<file path="src/rtl/coef_boot_loader.sv">
module coef_boot_loader #(
  parameter int DEV_W  = 4,
  parameter int COEF_N = 64,
  parameter int COEF_W = 16,
  parameter int WAIT_W = 4,
  localparam int BYTE_W = COEF_W / 2,
  localparam int BYTE_N = 2 * COEF_N,
  localparam int IDX_W  = $clog2(BYTE_N),
  localparam int CA_W   = $clog2(COEF_N),
  localparam int ADDR_W = DEV_W + IDX_W
) (
  input  logic              clk,
  input  logic              rst_n,
  input  logic              start,
  input  logic [DEV_W-1:0]  dev_sel,
  input  logic [WAIT_W-1:0] wait_cycles,
  output logic [ADDR_W-1:0] rom_addr,
  input  logic [BYTE_W-1:0] rom_data,
  output logic              busy,
  output logic              cw_en,
  output logic [CA_W-1:0]   cw_addr,
  output logic [COEF_W-1:0] cw_data
);

  typedef enum logic [1:0] {S_IDLE, S_READ, S_LAST} state_t;

  state_t              state;
  logic [DEV_W-1:0]    dev_q;
  logic [WAIT_W-1:0]   wait_q;
  logic [WAIT_W-1:0]   cnt;
  logic [IDX_W-1:0]    idx;
  logic [BYTE_W-1:0]   lo_q;

  wire take = (state == S_READ) && (cnt == wait_q);
  wire last = (idx == IDX_W'(BYTE_N - 1));

  assign busy     = (state != S_IDLE);
  assign rom_addr = {dev_q, idx};

  always_ff @(posedge clk) begin
    if (!rst_n) begin
      state   <= S_IDLE;
      dev_q   <= '0;
      wait_q  <= '0;
      cnt     <= '0;
      idx     <= '0;
      lo_q    <= '0;
      cw_en   <= 1'b0;
      cw_addr <= '0;
      cw_data <= '0;
    end else begin
      cw_en <= 1'b0;
      case (state)
        S_IDLE: if (start) begin
          state  <= S_READ;
          dev_q  <= dev_sel;
          wait_q <= wait_cycles;
          idx    <= '0;
          cnt    <= '0;
        end
        S_READ: if (take) begin
          cnt <= '0;
          if (!idx[0]) lo_q <= rom_data;
          else begin
            cw_en   <= 1'b1;
            cw_addr <= idx[IDX_W-1:1];
            cw_data <= {rom_data, lo_q};
          end
          if (last) state <= S_LAST;
          else      idx   <= idx + IDX_W'(1);
        end else begin
          cnt <= cnt + WAIT_W'(1);
        end
        default: state <= S_IDLE;
      endcase
    end
  end

endmodule

</file>
<file path="config.mk">
export PLATFORM = sky130hd
export DESIGN_NAME = coef_boot_loader
export DESIGN_NICKNAME = d
export VERILOG_FILES = /design/src/rtl/coef_boot_loader.sv
export SDC_FILE = /design/constraint.sdc
export NUM_CORES = 1
export LEC_CHECK = 0
export CAP_MARGIN = 5
export CORE_MARGIN = 5
export CORE_UTILIZATION = 31
export CTS_BUF_LIST = sky130_fd_sc_hd__clkbuf_16
export DETAILED_ROUTE_END_ITERATION = 8
export DONT_BUFFER_PORTS = 1
export GPL_ROUTABILITY_DRIVEN = 0
export GPL_TIMING_DRIVEN = 0
export HOLD_SLACK_MARGIN = 0.02
export PLACE_DENSITY = 0.52
export SLEW_MARGIN = 0
export SYNTH_ARGS = -nofsm -noshare
export SYNTH_HDL_FRONTEND = slang
export SYNTH_SLANG_ARGS = --single-unit
</file>
<file path="constraint.sdc">
create_clock -name clk -period 1.4 [get_ports clk]
set_input_delay 0.21 -clock clk [delete_from_list [all_inputs] [get_ports clk]]
set_output_delay 0.21 -clock clk [all_outputs]
set_load 0.01 [all_outputs]
</file>
# Word-level counts from Yosys, hierarchy flattened
# Index checks and enable logic that the tools add are counted.
dict set report op_classes {
  bitwise 1
  n_eq_ne 7
  reduce_logical 11
  n_mux 12
  add_sub_neg 2
}
# operator count
set ops {}
lappend ops {{$mux 7} 3}
lappend ops {{$pmux 7 s2} 1}
lappend ops {{$reduce_and 3->1} 4}
lappend ops {{$mux 4} 2}
lappend ops {{$ne 2x2->1 const B} 4}
lappend ops {{$pmux 4 s2} 1}
lappend ops {{$add 7x1->7 const B} 1}
lappend ops {{$eq 7x7->1 const B} 1}
lappend ops {{$mux 2} 3}
lappend ops {{$add 4x1->4 const B} 1}
lappend ops {{$eq 4x4->1} 1}
lappend ops {{$pmux 2 s2} 1}
lappend ops {{$reduce_and 2->1} 2}
lappend ops {{$reduce_and 4->1} 1}
lappend ops {{$reduce_bool 2->1} 2}
lappend ops {{$eq 2x1->1 const B} 1}
lappend ops {{$logic_not 2->1} 1}
lappend ops {{$logic_and 1x1->1} 1}
lappend ops {{$mux 1} 1}
lappend ops {{$not 1->1} 1}
dict set report word_totals {
  output_inout_bits 35
  inputBits 19
  regBits 52
  word_cells 42
}

# Depth between registers and ports, before layout
dict set report depth {
  ltp_word 4
  mapped_depth 6
  depth_no_buf 5
}

# Least setup slack after synthesis
# No wires, ideal clock.
dict set report synth_timing {
  path_kind {register -> register}
  start {register idx[0]}
  end {register idx[4]}
  path_buffers 0
  slack_ns -0.204
  arrival_ns 1.518
  stages_incl_launch_ff 5
  synth_period_minus_slack_ns 1.604
  setup_time_ns 0.086
  required_time_ns 1.314
  path_cell_list {dfxtp_1 > ha_1 > nand3_1 > or3_1 > a221oi_2}
}
dict set report synth_via {
  elab_chain_cells 4
  word_cells_on_any_way 7
  cone_classes {1 x add/sub; 2 x eq/ne; 3 x mux; 1 x reduce/logical}
}
# item line
set synth_rtl {}
lappend synth_rtl {{start: declaration} 31} ;# logic [IDX_W-1:0] idx;
lappend synth_rtl {{start signal: assignment} 70} ;# else idx <= idx + IDX_W'(1);
lappend synth_rtl {{$add 7x1->7} 70}
lappend synth_rtl {{$mux 7} 69} ;# if (last) state <= S_LAST;
lappend synth_rtl {{$mux 7} 61} ;# S_READ: if (take) begin
lappend synth_rtl {{$pmux 7 s2} 53} ;# case (state)
# Several ways; a longest one is shown, not always the timed one. The select of a mux whose other input is x is not followed.
# A chain may end at the register's enable or synchronous reset.

# Worst setup path after layout
dict set report layout_timing {
  start {register wait_q[3]}
  end {register idx[0]}
}
dict set report layout_via {
  elab_chain_cells 4
}
# item line
set layout_rtl {}
lappend layout_rtl {{start: declaration} 29} ;# logic [WAIT_W-1:0] wait_q;
lappend layout_rtl {{start signal: assignment} 57} ;# wait_q <= wait_cycles;
lappend layout_rtl {{$eq 4x4->1} 34} ;# wire take = (state == S_READ) && (cnt == wait_q);
lappend layout_rtl {{$logic_and 1x1->1} 34}
lappend layout_rtl {{$ne 2x2->1 (no source line)} n/a}
lappend layout_rtl {{$reduce_and 4->1 (no source line)} n/a}
# No other way between the ends.

==> impl_metrics.py <==
metrics = {
    "cts": {
        "worst_skew_pair.late_latency_ns": 0.29,
        "cts_tree": "yes",
        "cts_buffers": 5,
        "ctsRootBufferMaster": "clkbuf_16",
        "ctsLongestPathBuffers": 2,
        "cts_sinks": 52,
        "clk_pin_slew_ns": 0.07,
        "htreeDepth": 2,
        "postCtsHoldBufs": 0,
    },
    "hold_path": {
        "hold_end": "wait_q[3]",
        "whs_path_depth": 2,
        "worstHoldPathType": "in2reg",
        "min_from": "wait_cycles[3]",
    },
    "synth": {
        "synth_area_per_cell_um2": 9.36,
        "async_reset_ff_share_pct": 0,
        "ys_seq_area_share_pct": 47.1,
        "syn_inst": 236,
        "ys_types": 44,
        "syn_nets": 257,
        "synthFlopType": "dfxtp_1",
        "ys_ff_latch": 52,
        "ys_warn_count": 0,
        "netlist_area_um2": 2210,
        "synth_edf_count": 0,
    },
    "place": {
        "dp_hpwl_um": 3600,
        "placedCellCount": 332,
        "io_buffers": 0,
        "place_area_um2": 2370,
    },
    "layout": {
        "final_common_cell": "nand2_1",
        "drive_gt1_share_pct": 24.1,
        "syn_to_final_growth_pct": 26.7,
        "fin_nets": 277,
        "final_cell_area_um2": 2800,
        "final_cell_mix": "65 x nand2_1, 38 x dfxtp_1, 31 x mux2i_1, 12 x a21oi_1",
        "antenna_cells": 0,
        "finalNonFillerCells": 353,
    },
    "worst_setup_path": {
        "required_ns": 1.57,
        "rrSetupSlack_ns": -0.13,
        "rr_worst_depth": 6,
        "worst_setup_path_end_kind": "flip-flop",
        "slowest_delay_ns": 0.35,
        "rr_endpoint": "idx[0]",
        "crit_fanout": 8,
        "r2r-start": "wait_q[3]",
        "critical_path.cell_chain": "xnor2_4 -> nand4_4 -> buf_6 -> buf_4 -> o211ai_1 -> a21oi_2",
        "start_kind": "flip-flop",
        "cp_slowest_cell": "dfxtp_2",
        "cp.arrival_ns": 1.70,
        "worstSetupPathType": "reg2reg",
        "worstSetupStartpoint": "wait_q[3]",
    },
    "sta": {
        "hold_violations": 0,
        "finalCriticalPeriod_ns": 1.53,
        "slew_headroom_pct": 64.7,
        "fin_ws_ns": -0.132,
        "finClkSkew_ns": 0.00813,
        "rsz0062_at_grt": "true",
        "final_max_slew_viol_count": 0,
        "fin_crit_sh_pct": 109,
        "setup_violations": 27,
        "worst_slew_pin_slew_ns": 0.530,
        "fmax_mhz": 653,
    },
    "power_and_ir_drop": {
        "p_per_area_nw_per_um2": 1120,
        "vdd_ir_drop_max_mv": 0.602,
        "p_leak_nw": 1.02,
    },
    "global_routing": {
        "grt_util_met2_pct": 19.4,
        "grt-ovfl-total": 0,
        "met1_usage_pct": 16.0,
        "met3_usage_pct": 3.43,
        "grt_pass1_vias": 1730,
        "grt_max_degree": 16,
        "grt_first_pass_wirelength_um": 8550,
        "antenna_found_initial": 0,
        "track_usage_pct": 12.1,
        "globalRoute.busiestLayer": "met2",
    },
    "detailed_routing": {
        "via_per_inst": 4.93,
        "first_pass_iters": 4,
        "drcViolationCount": 0,
        "drtAntennaViolNets": 0,
        "drt_iter0_markers": 43,
        "wl_um": 5490,
        "wl_per_cell_um": 15.5,
        "vias": 1739,
    },
    "floorplan": {
        "rows": 30,
        "dieWidth_um": 94.4,
        "coreArea_um2": 6870,
        "dieArea_um2": 8910,
        "pin_count": 54,
        "die_y_um": 94.4,
        "initial_core_util_pct": 32.1,
    },
    "outcome": {
        "violations": "negative setup slack",
        "status": "complete, but fails checks",
    },
    "flow_run": {
        "maxCapViolCount": 0,
    },
}
[logic make-up after synthesis]
kind of cell / synth area share (%)
AO/OA/AOI/OAI: 9.41
XOR/XNOR: 2.95
adder cells (fa/ha/maj): 1.13
buffers and inverters: 4.14
flip-flops: 47.1
multiplexers: 14.1
AND/OR/NAND/NOR: 21.2
[final cells by class]
cell class | instances | area, um2
Clock buffer | 5 | 125
Timing Repair Buffer | 13 | 129
Clock inverter | 3 | 16.3
Sequential cell | 52 | 1070
Tap cell | 96 | 120
Fill cell | 686 | 4070
Multi-Input combinational cell | 168 | 1230
Buffer | 11 | 81.3
Inverter | 5 | 22.5
[synth_stat cells (2+ instances only)]
master | instances | share of area [%]
xnor2_2 | 4 | 2.9
clkbuf_1 | 7 | 1.2
o21ai_1 | 3 | 0.68
nand3_1 | 6 | 1.4
ha_1 | 2 | 1.1
buf_6 | 3 | 1.5
a21oi_1 | 13 | 2.9
dfxtp_1 | 52 | 47
and3_1 | 2 | 0.57
nor2_1 | 7 | 1.2
nor4_1 | 2 | 0.57
nand2_1 | 65 | 11
and2b_1 | 2 | 0.68
mux2i_1 | 31 | 14
or4_1 | 2 | 0.68
inv_1 | 4 | 0.68
or3_1 | 2 | 0.57
o211ai_1 | 3 | 1.0
[timing repair]
action | 4_1_cts | 5_1_grt
hold endpoints to repair | 0 | 0
resized for setup | 20 | 17
buffers inserted | 8 | 3
setup endpoints to repair | 35 | 45
pin swaps | 7 | 10
cloned | 1 | 2
[sequential cells by signal, summed over array words and instances (netlist names)]
signal,flops
cw_data,16
lo_q,8
idx,7
cw_addr,6
cnt,4
dev_q,4
wait_q,4
state,2
cw_en,1
[power by group]
group	internal (W)	leakage [nW]	switching (W)
combinational	0.000174	0.511	0.000210
clock	0.000654	0.0764	0.000527
sequential	0.00152	0.429	0.0000483
[worst max-delay path: cells and delay by family, from the launching register on]
kind            cells  cell delay, ns
simple gates        1            0.18
buf+inv             2            0.34
flops               1            0.35
xor+xnor            1            0.21
compound gates      2            0.32
[routing by layer]
metal  vias up  share of wire (%)
li1        862                  -
met1       826                 47
met2        46                 46
met3         5                5.9
met4         0               0.84
met5         -                  0
[metrics by stage]
stage	utilization [%]	setup TNS [ns]	total power, W	hold slack [ns]	setup WS (ns)
CTS	39.2	-1.69	0.00315	0.0431	-0.117
global route	40.7	-4.05	0.00327	0.0375	-0.190
global placement	34.6	-5.38	0.00188	0.345	-0.240
detailed placement	34.6	-6.74	0.00188	0.351	-0.288
finish	40.7	-1.26	0.00313	0.0456	-0.132
floorplan	-	0	0.00181	0.338	0.00172
[worst max path at each step]
stage / end / slack, ns
CTS: cw_data[14] / -0.12
detailed placement: lo_q[1] / -0.29
finish: idx[0] / -0.13
global route: idx[0] / -0.19
floorplan: idx[0] / 0.002
global placement: idx[2] / -0.24
Power figures use the tool's default switching activity.
